`config.mk`:
```
export PLATFORM = sky130hd
export DESIGN_NAME = refcnt_gate_tree
export DESIGN_NICKNAME = d
export VERILOG_FILES = /design/src/rtl/refcnt_gate_pkg.sv /design/src/rtl/refcnt_gate_ctrl.sv /design/src/rtl/refcnt_gate_dpath.sv /design/src/rtl/refcnt_gate_tree.sv
export SDC_FILE = /design/constraint.sdc
export NUM_CORES = 1
export LEC_CHECK = 0
export ABC_AREA = 1
export ABC_CLOCK_PERIOD_IN_PS = 5800
export BUFFER_PORTS_ARGS = -buffer_cell sky130_fd_sc_hd__buf_2
export CAP_MARGIN = 15
export CORE_UTILIZATION = 45
export DETAILED_ROUTE_END_ITERATION = 8
export GPL_ROUTABILITY_DRIVEN = 0
export PLACE_DENSITY = 0.66
export SYNTH_ARGS = -nofsm -noshare
export SYNTH_HDL_FRONTEND = slang
export SYNTH_SLANG_ARGS = --single-unit
export TNS_END_PERCENT = 20
```
`constraint.sdc`:
```
create_clock -name clk -period 5.8 [get_ports clk]
set_input_delay 1.16 -clock clk [delete_from_list [all_inputs] [get_ports clk]]
set_output_delay 1.16 -clock clk [all_outputs]
set_load 0.01 [all_outputs]
```
`src/rtl/refcnt_gate_pkg.sv`:
```
package refcnt_gate_pkg;

  typedef enum logic [2:0] {
    ST_IDLE,
    ST_PUSH,
    ST_POP,
    ST_ESTEP,
    ST_KEY,
    ST_WRITE,
    ST_DSTEP,
    ST_FINISH
  } walk_state_t;

  // strobes from control to datapath
  typedef struct packed {
    logic load;    // capture request node and direction
    logic push;    // push current node onto path stack
    logic climb;   // current <- parent(current)
    logic pop;     // current <- stack top
    logic incr;    // count(current) + 1
    logic decr;    // count(current) - 1
    logic keyWr;   // unlock-key write
    logic dataWr;  // gate register read-modify-write
    logic setErr;
    logic clrErr;
  } walk_strobe_t;

  // status from datapath to control
  typedef struct packed {
    logic reqOk;
    logic reqCntZero;
    logic curCntZero;
    logic curCntOne;
    logic curHasParent;
    logic curHasReg;
    logic curLocked;
    logic stackEmpty;
    logic opEn;
  } walk_status_t;

endpackage

```
`src/rtl/refcnt_gate_ctrl.sv`:
```
module refcnt_gate_ctrl
  import refcnt_gate_pkg::*;
(
  input  logic         clk,
  input  logic         rstN,
  input  logic         reqValid,
  input  logic         reqEnable,
  input  walk_status_t st,
  output walk_strobe_t stb,
  output logic         busy,
  output logic         done,
  output logic         err
);

  walk_state_t state, nxt;
  logic errReg;

  always_ff @(posedge clk or negedge rstN) begin
    if (!rstN) begin
      state  <= ST_IDLE;
      errReg <= 1'b0;
    end else begin
      state <= nxt;
      if (stb.setErr)      errReg <= 1'b1;
      else if (stb.clrErr) errReg <= 1'b0;
    end
  end

  always_comb begin
    stb = '0;
    nxt = state;
    unique case (state)
      ST_IDLE: begin
        if (reqValid) begin
          if (!st.reqOk || (!reqEnable && st.reqCntZero)) begin
            stb.setErr = 1'b1;
            nxt        = ST_FINISH;
          end else begin
            stb.load   = 1'b1;
            stb.clrErr = 1'b1;
            nxt        = reqEnable ? ST_PUSH : ST_DSTEP;
          end
        end
      end
      ST_PUSH: begin
        // record the path until a running node or the root is reached
        stb.push = 1'b1;
        if (st.curCntZero && st.curHasParent) stb.climb = 1'b1;
        else                                  nxt = ST_POP;
      end
      ST_POP: begin
        stb.pop = 1'b1;
        nxt     = ST_ESTEP;
      end
      ST_ESTEP: begin
        stb.incr = 1'b1;
        if (st.curCntZero && st.curHasReg) nxt = st.curLocked ? ST_KEY : ST_WRITE;
        else if (st.stackEmpty)            nxt = ST_FINISH;
        else                               nxt = ST_POP;
      end
      ST_KEY: begin
        stb.keyWr = 1'b1;
        nxt       = ST_WRITE;
      end
      ST_WRITE: begin
        stb.dataWr = 1'b1;
        if (st.opEn) begin
          nxt = st.stackEmpty ? ST_FINISH : ST_POP;
        end else if (st.curHasParent) begin
          stb.climb = 1'b1;
          nxt       = ST_DSTEP;
        end else begin
          nxt = ST_FINISH;
        end
      end
      ST_DSTEP: begin
        stb.decr = 1'b1;
        if (st.curCntOne) begin
          if (st.curHasReg)         nxt = st.curLocked ? ST_KEY : ST_WRITE;
          else if (st.curHasParent) stb.climb = 1'b1;
          else                      nxt = ST_FINISH;
        end else begin
          nxt = ST_FINISH;
        end
      end
      ST_FINISH: nxt = ST_IDLE;
      default:   nxt = ST_IDLE;
    endcase
  end

  assign busy = (state != ST_IDLE);
  assign done = (state == ST_FINISH);
  assign err  = done && errReg;

endmodule

```
`src/rtl/refcnt_gate_dpath.sv`:
```
module refcnt_gate_dpath
  import refcnt_gate_pkg::*;
#(
  parameter int NUM_NODES = 8,
  parameter int NUM_REGS  = 2,
  parameter int REG_W     = 8,
  parameter int CNT_W     = 6,
  parameter int MAX_DEPTH = 4,
  parameter int NODE_W    = $clog2(NUM_NODES),
  parameter int RSEL_W    = (NUM_REGS > 1) ? $clog2(NUM_REGS) : 1,
  parameter int BIT_W     = $clog2(REG_W),
  parameter logic [NUM_NODES*NODE_W-1:0] NODE_PARENT     = '0,
  parameter logic [NUM_NODES-1:0]        NODE_HAS_PARENT = '0,
  parameter logic [NUM_NODES-1:0]        NODE_HAS_REG    = '0,
  parameter logic [NUM_NODES*RSEL_W-1:0] NODE_REG        = '0,
  parameter logic [NUM_NODES*BIT_W-1:0]  NODE_BIT        = '0,
  parameter logic [NUM_REGS-1:0]         REG_PROTECTED   = '0
) (
  input  logic                       clk,
  input  logic                       rstN,
  input  walk_strobe_t               stb,
  input  logic [NODE_W:0]            reqNode,
  input  logic                       reqEnable,
  output walk_status_t               st,
  output logic [NUM_REGS*REG_W-1:0]  gateBits,
  output logic                       unlockPulse,
  output logic                       regWrite,
  output logic [RSEL_W-1:0]          regWriteSel
);

  localparam int SP_W  = $clog2(MAX_DEPTH + 1);
  localparam int STK_W = (MAX_DEPTH > 1) ? $clog2(MAX_DEPTH) : 1;

  logic [NODE_W-1:0] cur;
  logic              opEn;
  logic [CNT_W-1:0]  cnt   [NUM_NODES];
  logic [NODE_W-1:0] stack [MAX_DEPTH];
  logic [SP_W-1:0]   sp;
  logic [SP_W-1:0]   spDec;
  logic [REG_W-1:0]  gateReg [NUM_REGS];
  logic              unlockArmed;

  // per-node attributes of the current node
  logic [NODE_W-1:0] curParent;
  logic [RSEL_W-1:0] curReg;
  logic [BIT_W-1:0]  curBit;
  logic [REG_W-1:0]  curMask;
  logic [CNT_W-1:0]  curCnt;
  logic [NODE_W-1:0] reqIdx;
  logic              writeAllowed;

  assign curParent = NODE_PARENT[cur*NODE_W +: NODE_W];
  assign curReg    = NODE_REG[cur*RSEL_W +: RSEL_W];
  assign curBit    = NODE_BIT[cur*BIT_W +: BIT_W];
  assign curMask   = REG_W'(1) << curBit;
  assign curCnt    = cnt[cur];
  assign reqIdx    = reqNode[NODE_W-1:0];
  assign spDec     = sp - 1'b1;

  always_comb begin
    st              = '0;
    st.reqOk        = (reqNode < (NODE_W+1)'(NUM_NODES));
    st.reqCntZero   = (cnt[reqIdx] == '0);
    st.curCntZero   = (curCnt == '0);
    st.curCntOne    = (curCnt == CNT_W'(1));
    st.curHasParent = NODE_HAS_PARENT[cur];
    st.curHasReg    = NODE_HAS_REG[cur];
    st.curLocked    = REG_PROTECTED[curReg];
    st.stackEmpty   = (sp == '0);
    st.opEn         = opEn;
  end

  // current node, direction and path stack pointer
  always_ff @(posedge clk or negedge rstN) begin
    if (!rstN) begin
      cur  <= '0;
      opEn <= 1'b0;
      sp   <= '0;
    end else begin
      if (stb.load) begin
        cur  <= reqIdx;
        opEn <= reqEnable;
      end else if (stb.climb) begin
        cur <= curParent;
      end else if (stb.pop) begin
        cur <= stack[spDec[STK_W-1:0]];
      end
      if (stb.push)     sp <= sp + 1'b1;
      else if (stb.pop) sp <= spDec;
    end
  end

  always_ff @(posedge clk) begin
    if (stb.push) stack[sp[STK_W-1:0]] <= cur;
  end

  // use counters, one per node
  for (genvar g = 0; g < NUM_NODES; g++) begin : g_count
    always_ff @(posedge clk or negedge rstN) begin
      if (!rstN)                                    cnt[g] <= '0;
      else if (stb.incr && cur == NODE_W'(g))       cnt[g] <= cnt[g] + 1'b1;
      else if (stb.decr && cur == NODE_W'(g))       cnt[g] <= cnt[g] - 1'b1;
    end
  end

  // protected-write arming: valid for the single cycle after the key
  always_ff @(posedge clk or negedge rstN) begin
    if (!rstN) unlockArmed <= 1'b0;
    else       unlockArmed <= stb.keyWr;
  end

  assign writeAllowed = !REG_PROTECTED[curReg] || unlockArmed;

  // gate registers with read-modify-write update
  for (genvar r = 0; r < NUM_REGS; r++) begin : g_gate
    always_ff @(posedge clk or negedge rstN) begin
      if (!rstN) begin
        gateReg[r] <= '0;
      end else if (stb.dataWr && writeAllowed && curReg == RSEL_W'(r)) begin
        if (opEn) gateReg[r] <= gateReg[r] | curMask;
        else      gateReg[r] <= gateReg[r] & ~curMask;
      end
    end
    assign gateBits[r*REG_W +: REG_W] = gateReg[r];
  end

  assign unlockPulse = stb.keyWr;
  assign regWrite    = stb.dataWr;
  assign regWriteSel = curReg;

endmodule

```
`src/rtl/refcnt_gate_tree.sv`:
```
module refcnt_gate_tree
  import refcnt_gate_pkg::*;
#(
  parameter int NUM_NODES = 8,
  parameter int NUM_REGS  = 2,
  parameter int REG_W     = 8,
  parameter int CNT_W     = 6,
  parameter int MAX_DEPTH = 4,
  parameter int NODE_W    = $clog2(NUM_NODES),
  parameter int RSEL_W    = (NUM_REGS > 1) ? $clog2(NUM_REGS) : 1,
  parameter int BIT_W     = $clog2(REG_W),
  parameter logic [NUM_NODES*NODE_W-1:0] NODE_PARENT =
    {3'd1, 3'd0, 3'd0, 3'd2, 3'd2, 3'd1, 3'd0, 3'd0},
  parameter logic [NUM_NODES-1:0] NODE_HAS_PARENT = 8'b1111_1110,
  parameter logic [NUM_NODES-1:0] NODE_HAS_REG    = 8'b1111_1100,
  parameter logic [NUM_NODES*RSEL_W-1:0] NODE_REG = 8'b1110_0000,
  parameter logic [NUM_NODES*BIT_W-1:0] NODE_BIT =
    {3'd2, 3'd1, 3'd0, 3'd2, 3'd1, 3'd0, 3'd0, 3'd0},
  parameter logic [NUM_REGS-1:0] REG_PROTECTED = 2'b10
) (
  input  logic                      clk,
  input  logic                      rstN,
  input  logic                      reqValid,
  input  logic                      reqEnable,
  input  logic [NODE_W:0]           reqNode,
  output logic                      busy,
  output logic                      done,
  output logic                      err,
  output logic [NUM_REGS*REG_W-1:0] gateBits,
  output logic                      unlockPulse,
  output logic                      regWrite,
  output logic [RSEL_W-1:0]         regWriteSel
);

  walk_strobe_t stb;
  walk_status_t st;

  refcnt_gate_ctrl u_ctrl (
    .clk(clk), .rstN(rstN), .reqValid(reqValid), .reqEnable(reqEnable),
    .st(st), .stb(stb), .busy(busy), .done(done), .err(err)
  );

  refcnt_gate_dpath #(
    .NUM_NODES(NUM_NODES), .NUM_REGS(NUM_REGS), .REG_W(REG_W),
    .CNT_W(CNT_W), .MAX_DEPTH(MAX_DEPTH), .NODE_W(NODE_W),
    .RSEL_W(RSEL_W), .BIT_W(BIT_W), .NODE_PARENT(NODE_PARENT),
    .NODE_HAS_PARENT(NODE_HAS_PARENT), .NODE_HAS_REG(NODE_HAS_REG),
    .NODE_REG(NODE_REG), .NODE_BIT(NODE_BIT), .REG_PROTECTED(REG_PROTECTED)
  ) u_dpath (
    .clk(clk), .rstN(rstN), .stb(stb), .reqNode(reqNode),
    .reqEnable(reqEnable), .st(st), .gateBits(gateBits),
    .unlockPulse(unlockPulse), .regWrite(regWrite), .regWriteSel(regWriteSel)
  );

endmodule

```
== After elaboration in Yosys (flattened, before gate mapping) ==
Memory sizes are Yosys's and may differ from the RTL's.
Cells that the tools add are included.

* Flip-flop bits (word level): 76
* Bits in writable memories: 12
* Bits in read-only memories: 16
* Bits of input ports: 8
* Output and inout port bits: 22
* Word-level logic and storage cells: 187
* Memories: 3

{| class="wikitable"
|+ Memory list
! name !! depth !! width !! read ports !! clocked after Yosys merged registers in !! wr ports !! line !! source
|-
| u_dpath.stack || 4 || 3 || 1 || 0 || 1 || refcnt_gate_dpath.sv:37 || <nowiki>logic [NODE_W-1:0] stack [MAX_DEPTH];</nowiki>
|-
| (no name shown) || 8 || 1 || 1 || 0 || 0 || refcnt_gate_dpath.sv:66 || <nowiki>st.curHasParent = NODE_HAS_PARENT[cur];</nowiki>
|-
| (no name shown) || 8 || 1 || 1 || 0 || 0 || refcnt_gate_dpath.sv:67 || <nowiki>st.curHasReg = NODE_HAS_REG[cur];</nowiki>
|}

* Add/subtract/negate cells: 18
* Multipliers: 1
* Order comparisons: 5
* Equality and inequality tests: 18
* Shift operators: 4
* Muxes and demuxes: 68
* Bitwise gates (word level): 8
* Reduce and logical (&&, ||, !) cells: 46

{| class="wikitable"
|+ Operator list
! operator !! count
|-
| two-way mux 6 bit || 20
|-
| adder 6 x 1 -> 6 bit, second input constant || 8
|-
| indexed part select 24 x 6 -> 3 bit, first input constant || 2
|-
| subtractor 6 x 1 -> 6 bit, second input constant || 8
|-
| two-way mux 3 bit || 15
|-
| binary-select mux 6 bit (select 3 bit) || 2
|-
| two-way mux 1 bit || 25
|-
| equality test 3 bit, second input constant || 8
|-
| one-hot mux 3 bit (8 select lines) || 1
|-
| logical AND 1 bit || 23
|-
| nonzero test 2 bit || 10
|-
| bitwise AND 8 bit || 2
|-
| two-way mux 8 bit || 2
|-
| OR 8 bit || 2
|-
| equality test 3 x 2 -> 1 bit, second input constant || 4
|-
| logical NOT 6 bit || 2
|-
| logical NOT 3 bit || 3
|-
| >= comparator 4 bit, second input constant || 2
|-
| NOT 3 -> 4 bit || 2
|-
| NOT 8 bit || 1
|-
| indexed part select 8 x 4 -> 1 bit, first input constant || 1
|-
| << shifter 1 x 3 -> 8 bit, first input constant || 1
|-
| equality test 3 x 1 -> 1 bit, second input constant || 2
|-
| equality test 6 x 1 -> 1 bit, second input constant || 1
|-
| 15 further kinds || 21
|}

== Longest topological paths before layout ==
Gate-level depths: netlist of run 1.

* Depth in word-level cells: 12
* Gate-level depth with buffers: 16
* Mapped depth without buffers: 15

== By module ==
Synthesis of run 1 repeated with hierarchy kept, for this count alone.

* Cells, all modules: 842
* Area, all modules: 6110.9 sq um

{| class="wikitable"
|+ By module, submodules not included
! module !! instances !! cells each !! area an instance (sq um) !! sequential area each (sq um)
|-
| refcnt_gate_dpath || 1 || 758 || 5649.2 || 1961.9
|-
| refcnt_gate_ctrl || 1 || 84 || 461.7 || 100.1
|}

== Worst setup path after synthesis of run 1 ==
OpenSTA, ideal clock, no wires.

* Path type: register to register
* Start: register u_dpath.cur[0]
* End: register u_dpath.cnt[11] (netlist name)
* Setup time: 118 ps
* Arrival: 2521 ps
* Data required time: 5682 ps
* Slack: 3161 ps
* Stages on the path, launching flop included: 16
* Path buffers: 1
* Period minus slack after synthesis: 2639 ps
* Cells stage by stage: dfrtp_1 inv_2 buf_6 ha_1 nand2_1 inv_1 nand2_1 ha_1 a21oi_1 nand2_1 nand2_1 nand2_1 a21oi_1 mux2_2 xor2_1 inv_1

* Word-level cells in the longest chain between the ends: 3
* Elaborated cells between the ends (all ways): 5
* Classes of those cells: eq/ne (1); mux (1); reduce/logical (3)

{| class="wikitable"
|+ RTL lines
! item !! line !! source
|-
| start: declaration || refcnt_gate_dpath.sv:34 || <nowiki>logic [NODE_W-1:0] cur;</nowiki>
|-
| start signal: assignment || refcnt_gate_dpath.sv:81 || <nowiki>cur <= reqIdx;</nowiki>
|-
| start signal: assignment || refcnt_gate_dpath.sv:84 || <nowiki>cur <= curParent;</nowiki>
|-
| start signal: assignment || refcnt_gate_dpath.sv:86 || <nowiki>cur <= stack[spDec[STK_W-1:0]];</nowiki>
|-
| equality test 3 bit (*) || refcnt_gate_dpath.sv:101, refcnt_gate_dpath.sv:102 ||
|-
| logical AND 1 bit, on equally long branches || refcnt_gate_dpath.sv:101, refcnt_gate_dpath.sv:102 ||
|-
| two-way mux 6 bit or nonzero test 2 bit (tied branches) || n/a ||
|-
| end signal: indexed assignment || refcnt_gate_dpath.sv:101 || <nowiki>else if (stb.incr && cur == NODE_W'(g)) cnt[g] <= cnt[g] + 1'b1;</nowiki>
|-
| end signal: indexed assignment || refcnt_gate_dpath.sv:102 || <nowiki>else if (stb.decr && cur == NODE_W'(g)) cnt[g] <= cnt[g] - 1'b1;</nowiki>
|-
| end: declaration || refcnt_gate_dpath.sv:36 || <nowiki>logic [CNT_W-1:0] cnt [NUM_NODES];</nowiki>
|}

Every way passes the cells marked *; elsewhere a longest branch is shown, timed or not.
A chain may end at the register's enable or synchronous reset.

== Worst setup path in the final report of run 1 ==
* Start: register u_dpath.cur[0]
* End: output regWriteSel

* Word-level cells in the longest chain between the ends: 1

{| class="wikitable"
|+ RTL lines
! item !! line !! source
|-
| indexed part select 8 x 4 -> 1 bit || refcnt_gate_dpath.sv:53 || <nowiki>assign curReg = NODE_REG[cur*RSEL_W +: RSEL_W];</nowiki>
|-
| end: declaration || refcnt_gate_tree.sv:32 || <nowiki>output logic [RSEL_W-1:0] regWriteSel</nowiki>
|}

Every way passes these cells.

==> impl_results.md, run 1 <==
* H-tree depth at 3
* Hold Slack at 0.479 ns
* Crit-path max cell delay at 0.78 ns
* Drt via density at 5.31
* Class of the most critical setup path: flop to output pin
* Clock slew at reported path FFs at 0.06 ns
* Antenna violations before repair at 0
* Max clock buf depth at 2
* Worst Path Buf+Inv at 2
* Period utilization at 56.5%
* First-pass GRT wire length at 21900 um
* Post-layout minimum cycle time at 3.28 ns
* WP data arrival at 2.12 ns
* Avg WL per Cell at 14.3 um
* EDFF count, synth at 12
* Core Region at 12000 um2
* CTS tree: yes
* Sink Count at 80
* Filler cells at 1166
* Yosys warnings at 0
* CP startpoint: u_dpath.cur[0]
* Antenna cell count at 0
* Share of layout cells above drive strength 1 at 8.47%
* RSZ-0062 raised after global routing: no
* Number of DRC markers in iteration 0 at 332
* TritonCTS buffer count at 9
* Syn Inst Count at 711
* Root Buffer: clkbuf_16
* Dominant cells by area after synthesis: dfrtp_1 31%, nand2_1 11%, ha_1 9.5%, edfxtp_1 6.5%, inv_1 5.7%
* Seq. cell area at 2060 um2
* Nets@finish at 797
* Setup crit start kind: flop
* Setup WS pre-CTS at 2.61 ns
* Top_reg_cell synth: dfrtp_1
* Final HPWL DP at 9750 um
* Library cells used by synthesis at 40
* Total gr overflow at 0
* Layout area overhead at 10.1%
* Hold Path Depth at 1
* Final ANT Viol Nets at 0
* # setup viols final at 0
* Area taken by multi-input logic gates at 3060 um2
* Final hold vios at 0
* Post-CTS sizing at 0
* Power Density at 605 nW/um2
* Setup WS post-layout at 2.52 ns
* Pin count of the biggest net entering global routing at 69
* Family with the most delay on the worst path: flip-flops
* Maximum clock frequency at 0.305 GHz
* First drt pass iteration count at 6
* Outcome: completed
* Post-synth top area share at 30.8%
* Hold WC Path Type: flop to flop
* Largest area contributor in the netlist: dfrtp_1
* Maximum vdd drop at 310 uV
* Max Cap Viol at 0
* Worst skew pair latency at 0.35 ns
* Crit Path Max Fanout at 20
* Hold buffers post-CTS at 0
* Crit. End Element: output pin
* Vias at 4734
* Row count at 40
* Slew HR at 39.5%
* Yosys reg bits at 80
* I/O Buffers at 21
* Setup TNS at 0 ns
* GRT Overall Usage at 21.6%
* # IOs at 30
* CP Data Required Time at 4.64 ns
* Drt drc at 0
* Final wirelength at 12700 um
* Sequential area share after synthesis at 37.3%
* Final Max Tran Viols at 0
* R2R depth at 14
* WP depth at 4
* Cells along the critical path: inv_2 > ha_1 > nor2_1 > buf_2
* Critical hold path startpoint: u_dpath.cnt[35]
* Post CTS Setup Buffer Count at 0
* Ys async rst share at 85.0%
* Mapped Area at 5530 um2
* Leak Pwr at 3.00 nW
* Die W at 113 um
* Avg Cell Area, Syn at 7.78 um2
* Die height at 113 um
* Vias in the first global route at 4577
* Fin Clk Skew at 0.00809 ns
* Reg2reg start: u_dpath.cur[0]
* Die footprint at 12700 um2
* Highest-delay cell along the critical path: dfrtp_1
* Starting Density at 46.1%
* Worst-margin pin slew at 0.908 ns
## area by class of cell
| type | count | area share, % |
|---|---|---|
| Clock buffer | 14 | 4.68 |
| Clock inverter | 2 | 0.575 |
| Inverter | 92 | 5.71 |
| Multi-Input combinational cell | 534 | 50.3 |
| Sequential cell | 80 | 33.9 |
| Tap cell | 147 | 3.02 |
| Timing Repair Buffer | 22 | 1.85 |
## per-stage QoR
stage | power [W] | utilization [%] | cells | instance area, um2
floorplan | 0.00260 | - | 718 | 5560
global placement | 0.00300 | 48.0 | 875 | 5770
detailed placement | 0.00307 | 48.0 | 875 | 5770
CTS | 0.00369 | 50.7 | 891 | 6090
global route | 0.00406 | 50.7 | 891 | 6090
finish | 0.00368 | 50.7 | 891 | 6090
## worst register-to-register path, cell delays in order (launching register included)
cell     delay [ns]
dfrtp_1        0.78
inv_2          0.28
ha_1           0.31
nand2_1        0.09
inv_1          0.10
nand2_1        0.20
ha_1           0.32
a21oi_1        0.16
nand2_1        0.08
nand2_1        0.08
nand2_1        0.06
a21oi_1        0.15
mux2_2         0.36
xor2_1         0.15
inv_1          0.05
## cell usage in the layout (no fill, tap or decap), types with 3 or more instances in the layout
cell type,synthesis,routed
conb_1,1,8
fa_1,8,8
buf_2,0,21
xnor2_1,10,10
ha_1,42,42
nand3_1,42,42
nor2_1,81,81
or2_2,4,4
edfxtp_1,12,12
nand4_1,3,3
nand3_2,4,4
o21ai_0,57,57
o21ai_1,4,4
inv_1,84,84
nor3_1,12,12
nand2_1,166,166
clkbuf_16,0,10
xor2_1,25,25
inv_2,5,5
o22ai_1,3,3
nor2_4,5,5
a21oi_1,30,30
dfrtp_1,68,68
a31oi_1,12,12
## registers in the layout (all words and copies together) (netlist names)
| register | cells |
|---|---|
| u_ctrl.state | 3 |
| u_dpath.stack | 12 |
| u_dpath.cnt | 48 |
| u_dpath.sp | 3 |
| u_dpath.opEn | 1 |
| u_ctrl.errReg | 1 |
| u_dpath.cur | 3 |
| u_dpath.unlockArmed | 1 |
| u_dpath.gateBits | 8 |
## final timing paths
kind	to	slack, ns
max	regWriteSel	2.52
min	u_dpath.cnt[35]	0.48
max reg2reg	u_dpath.cnt[11]	2.54
min reg2reg	u_dpath.cnt[35]	0.48
max in group asynchronous	u_dpath.cnt[7]	4.17
min in group asynchronous	u_dpath.cur[2]	1.03
## power breakdown
group / total (W) / switching [W] / leakage (nW) / internal, W
clock: 0.000605 / 0.000222 / 0.158 / 0.000383
combinational: 0.00199 / 0.00122 / 1.88 / 0.000772
sequential: 0.00109 / 0.000276 / 0.963 / 0.000812
total: 0.00368 / 0.00172 / 3.00 / 0.00197
## layer usage
layer / up-vias / track usage [%] / share of wire [%] / wire [um]
met1: 2258 / 28.1 / 46 / 5880
met2: 105 / 35.6 / 48 / 6100
met5: - / 0 / 0 / 0
met3: 21 / 5.25 / 4.3 / 547
met4: 0 / 6.84 / 1.8 / 225
li1: 2350 / - / - / -
## cell usage after synthesis (3+ instances only)
library cell    n
a31oi_1        12
nor3_1         12
fa_1            8
inv_1          84
a21oi_1        30
xor2_1         25
xnor2_1        10
nand2_1       166
or2_2           4
o21ai_0        57
buf_4           9
o22ai_1         3
o21ai_1         4
dfrtp_1        68
nand4_1         3
nor2_4          5
nor2_1         81
nand3_2         4
ha_1           42
nand3_1        42
inv_2           5
edfxtp_1       12
## logic make-up (layout without fill, tap and decap cells)
logic type | count (synthesis) | after routing | synth area share (%)
AO/OA/AOI/OAI | 114 | 114 | 11.1
XOR/XNOR | 35 | 35 | 5.54
adder cells (fa/ha/maj) | 50 | 50 | 12.4
buffers and inverters | 104 | 130 | 7.85
flip-flops | 80 | 80 | 37.3
multiplexers | 2 | 2 | 0.407
other | 1 | 8 | 0.0678
AND/OR/NAND/NOR | 325 | 325 | 25.4
(Power assumes the default switching activity.)
==> inputs of run 2 (changes only) <==
--- a/config.mk
+++ b/config.mk
@@ -5,14 +5,14 @@
 export SDC_FILE = /design/constraint.sdc
 export NUM_CORES = 1
 export LEC_CHECK = 0
-export ABC_AREA = 1
-export ABC_CLOCK_PERIOD_IN_PS = 5800
+export ABC_AREA = 0
+export ABC_CLOCK_PERIOD_IN_PS = 2850
 export BUFFER_PORTS_ARGS = -buffer_cell sky130_fd_sc_hd__buf_2
 export CAP_MARGIN = 15
 export CORE_UTILIZATION = 45
 export DETAILED_ROUTE_END_ITERATION = 8
 export GPL_ROUTABILITY_DRIVEN = 0
-export PLACE_DENSITY = 0.66
+export PLACE_DENSITY = 0.68
 export SYNTH_ARGS = -nofsm -noshare
 export SYNTH_HDL_FRONTEND = slang
 export SYNTH_SLANG_ARGS = --single-unit
==> constraint.sdc (replaced) <==
create_clock -name clk -period 2.85 [get_ports clk]
set_input_delay 0.57 -clock clk [delete_from_list [all_inputs] [get_ports clk]]
set_output_delay 0.57 -clock clk [all_outputs]
set_load 0.01 [all_outputs]
==> impl_results.md, run 2 <==
* Seq. cell area at 2060 um2 (unchanged)
* Avg WL per Cell at 16.4 um (+15%)
* RSZ-0062 raised after global routing: yes
* Net Sw Frac at 43.6% (-3.0 points)
* Power Density at 1220 nW/um2 (+100%)
* Final HPWL DP at 9370 um (-3.9%)
* Top_reg_cell synth: dfrtp_1
* Period utilization at 96.3%
* Syn Inst Count at 545 (-23%)
* Max reg flops at 48 (unchanged)
* Most frequent cells after synthesis: 68 x dfrtp_1, 48 x nand2_1, 42 x ha_1, 38 x a21oi_1, 37 x nor2_1
* Outcome: completed
* Antenna cell count at 0 (unchanged)
* DP Cell Count at 719 (-18%)
* Yosys warnings at 0 (unchanged)
* Maximum clock frequency at 0.364 GHz
* Total length of routed met3 wires at 617 um (+13%)
* Drt drc at 0 (unchanged)
* Setup WS post-layout at 0.104 ns (-2.42 ns)
* Avg Cell Area, Syn at 9.79 um2 (+26%)
* Yosys reg bits at 80 (unchanged)
* Die height at 111 um (-1.8%)
* Tot Pwr at 0.00731 W (+98%)
* Antenna violations before repair at 0 (unchanged)
* Vias at 4092 (-14%)
* Setup crit start kind: flop
* Total gr overflow at 0 (unchanged)
* Root Buffer: clkbuf_16
* CP Data Required Time at 3.06 ns (-1.58 ns)
* Switching power at 0.00319 W (+86%)
* Max Used Layer: met4
* Worst R2R End: u_ctrl.state[0]
* Dominant cells by area after synthesis: dfrtp_1 32%, ha_1 9.8%, edfxtp_1 6.8%, xnor2_1 4.8%, mux2_2 4.2%
* EDFF count, synth at 12 (unchanged)
* Final hold vios at 0 (unchanged)
* Row count at 39 (-2.5%)
* Crit. End Element: flop
* # setup viols final at 0 (unchanged)
* Seq pwr share at 29.4% (-0.2 points)
* Sink Count at 80 (unchanged)
* Post-layout util at 52.3% (+1.6 points)
* Sequential area share after synthesis at 38.6% (+1.4 points)
* Met1 wire length at 5480 um (-6.8%)
* Post-layout minimum cycle time at 2.75 ns
* Crit Path Max Fanout at 12 (-40%)
* Setup WS pre-CTS at 0.108 ns (-2.50 ns)
* # IOs at 30 (unchanged)
* Drt via density at 5.57 (+4.8%)
* Reg2reg start: u_dpath.cur[0]
* Pin count of the biggest net entering global routing at 37 (-46%)
* Most flops, register: u_dpath.cnt
* GRT Overall Usage at 20.9% (-0.67 points)
* Worst-margin pin slew at 0.836 ns (-0.0719 ns)
* Core Region at 11500 um2 (-4.5%)
* Area taken by multi-input logic gates at 3050 um2 (-0.45%)
* Class of the most critical setup path: flop to flop
* Max clock buf depth at 2 (unchanged)
* Mapped Area at 5340 um2 (-3.6%)
* Leak Pwr at 2.71 nW (-9.6%)
* Layout area overhead at 12.4%
* WP data arrival at 2.96 ns (+0.84 ns)
* Most common cell after layout, fill and taps aside: dfrtp_1
* Max Cap Viol at 0 (unchanged)
* Nets@finish at 645 (-19%)
* Hold WC Path Type: input pin to async pin
* Number of DRC markers in iteration 0 at 322 (-3.0%)
* Die W at 111 um (-1.8%)
* CTS tree: yes
* Library cells used by synthesis at 58 (+45%)
* Share of layout cells above drive strength 1 at 16.4% (+7.9 points)
* First-pass GRT wire length at 20500 um (-6.0%)
* Int Power at 0.00412 W (+110%)
* Post-synth top area share at 31.9% (+1.1 points)
* Comb power frac at 56.4% (+2.4 points)
* Starting Density at 46.5% (+0.47 points)
* Slew HR at 44.3% (+4.8 points)
* Worst skew pair latency at 0.34 ns (about the same)
* CP Capture Point: u_ctrl.state[0]
* Final Max Tran Viols at 0 (unchanged)
* CP startpoint: u_dpath.cur[0]
* R2R depth at 8 (-6)
* Clock slew at reported path FFs at 0.06 ns (about the same)
* Clk pwr share at 14.2% (-2.2 points)
* Fin Clk Skew at 0.00510 ns (-0.00299 ns)
* Ys async rst share at 85.0% (unchanged)
* Vias in the first global route at 4102 (-10%)
* Reg-to-reg slack, setup at 0.10 ns (-2.44 ns)
* Filler cells at 999 (-14%)
* I/O Buffers at 21 (unchanged)
* Commonest cells after routing, fill and taps aside: 68 x dfrtp_1, 48 x nand2_1, 40 x ha_1
* TritonCTS buffer count at 9 (unchanged)
* First drt pass iteration count at 5 (-1)
* H-tree depth at 3 (unchanged)
* Maximum vdd drop at 726 uV (+130%)
* Count leader, synth: dfrtp_1
* Met2 WL at 5780 um (-5.2%)
* Largest area contributor in the netlist: dfrtp_1
* Die footprint at 12300 um2 (-3.5%)
* Final ANT Viol Nets at 0 (unchanged)
* Finished Layout Cells at 735 (-18%)
* Final wirelength at 12100 um (-5.2%)
## run 2: changes by cell type in the layout (fill, tap and decap cells not counted), moves of 7 or more
cell,previous run,this run
a21oi_1,30,38
mux4_2,0,7
a21o_1,0,12
xnor2_1,10,29
xor2_1,25,18
nand2_1,166,48
inv_1,84,36
mux2_2,2,20
nor2_1,81,36
nand3_1,42,14
nor4_1,0,11
o21ai_0,57,32
buf_4,1,26
a31oi_1,12,1
## run 2: critical path, cell delays in order (launching register included)
cell      delay [ns]
dfrtp_1         0.47
buf_4           0.23
nor4_1          0.37
a311oi_1        0.11
nor4_2          0.37
o211ai_2        0.17
o21a_1          0.23
o311a_1         0.33
o32ai_1         0.35
## run 2: what timing repair did
item                       4_1_cts  5_1_grt
setup endpoints to repair        0        4
setup buffers                    0        0
hold buffers                     0        0
gates resized for setup          0        3
## run 2: kinds of logic after synthesis
group / count (synthesis) / share of synthesized area (%)
muxes: 32 / 8.14
other: 1 / 0.0703
adders and majority gates: 50 / 12.8
and+or+nand+nor: 159 / 14.5
DFF: 80 / 38.6
xor gates and xnor gates: 47 / 7.71
buffers and inverters: 61 / 4.99
AOI/OAI and AO/OA: 115 / 13.1
## run 2: layout make-up
cell class,count,area share (%)
Clock buffer,10,3.82
Clock inverter,6,0.605
Inverter,38,2.38
Multi-Input combinational cell,411,50.8
Sequential cell,80,34.4
Tap cell,143,2.98
Timing Repair Buffer,47,5.01
## run 2: per-layer routing
metal | vias to the layer above | GRT usage (%)
met5 | - | 0
met1 | 1988 | 28.6
li1 | 1977 | -
met3 | 17 | 3.66
met4 | 0 | 6.76
met2 | 110 | 33.8
## run 2: power by group through the flow
stage	Combinational, W	Clock [W]	Sequential (W)
after detailed placement	0.00407	0	0.00216
final	0.00412	0.00104	0.00215
after floorplan	0.00315	0	0.00198
after CTS	0.00411	0.00106	0.00215
after global placement	0.00392	0	0.00215
after global routing	0.00460	0.00111	0.00222
## run 2: per-stage QoR
step                hold WS, ns  setup TNS (ns)  area [um2]
floorplan                 0.274        -0.00329        5380
global placement          0.447               0        5730
detailed placement        0.458               0        5730
CTS                       0.352               0        5990
global route              0.403        -0.00383        6000
finish                    0.336               0        6000
## run 2: worst min path at each step
stage,start,endpoint
floorplan,rstN,u_ctrl.errReg
global placement,u_dpath.cnt[35],u_dpath.cnt[35]
detailed placement,u_dpath.cnt[35],u_dpath.cnt[35]
CTS,rstN,u_dpath.cnt[25]
global route,rstN,u_dpath.cnt[26]
finish,rstN,u_dpath.cnt[25]
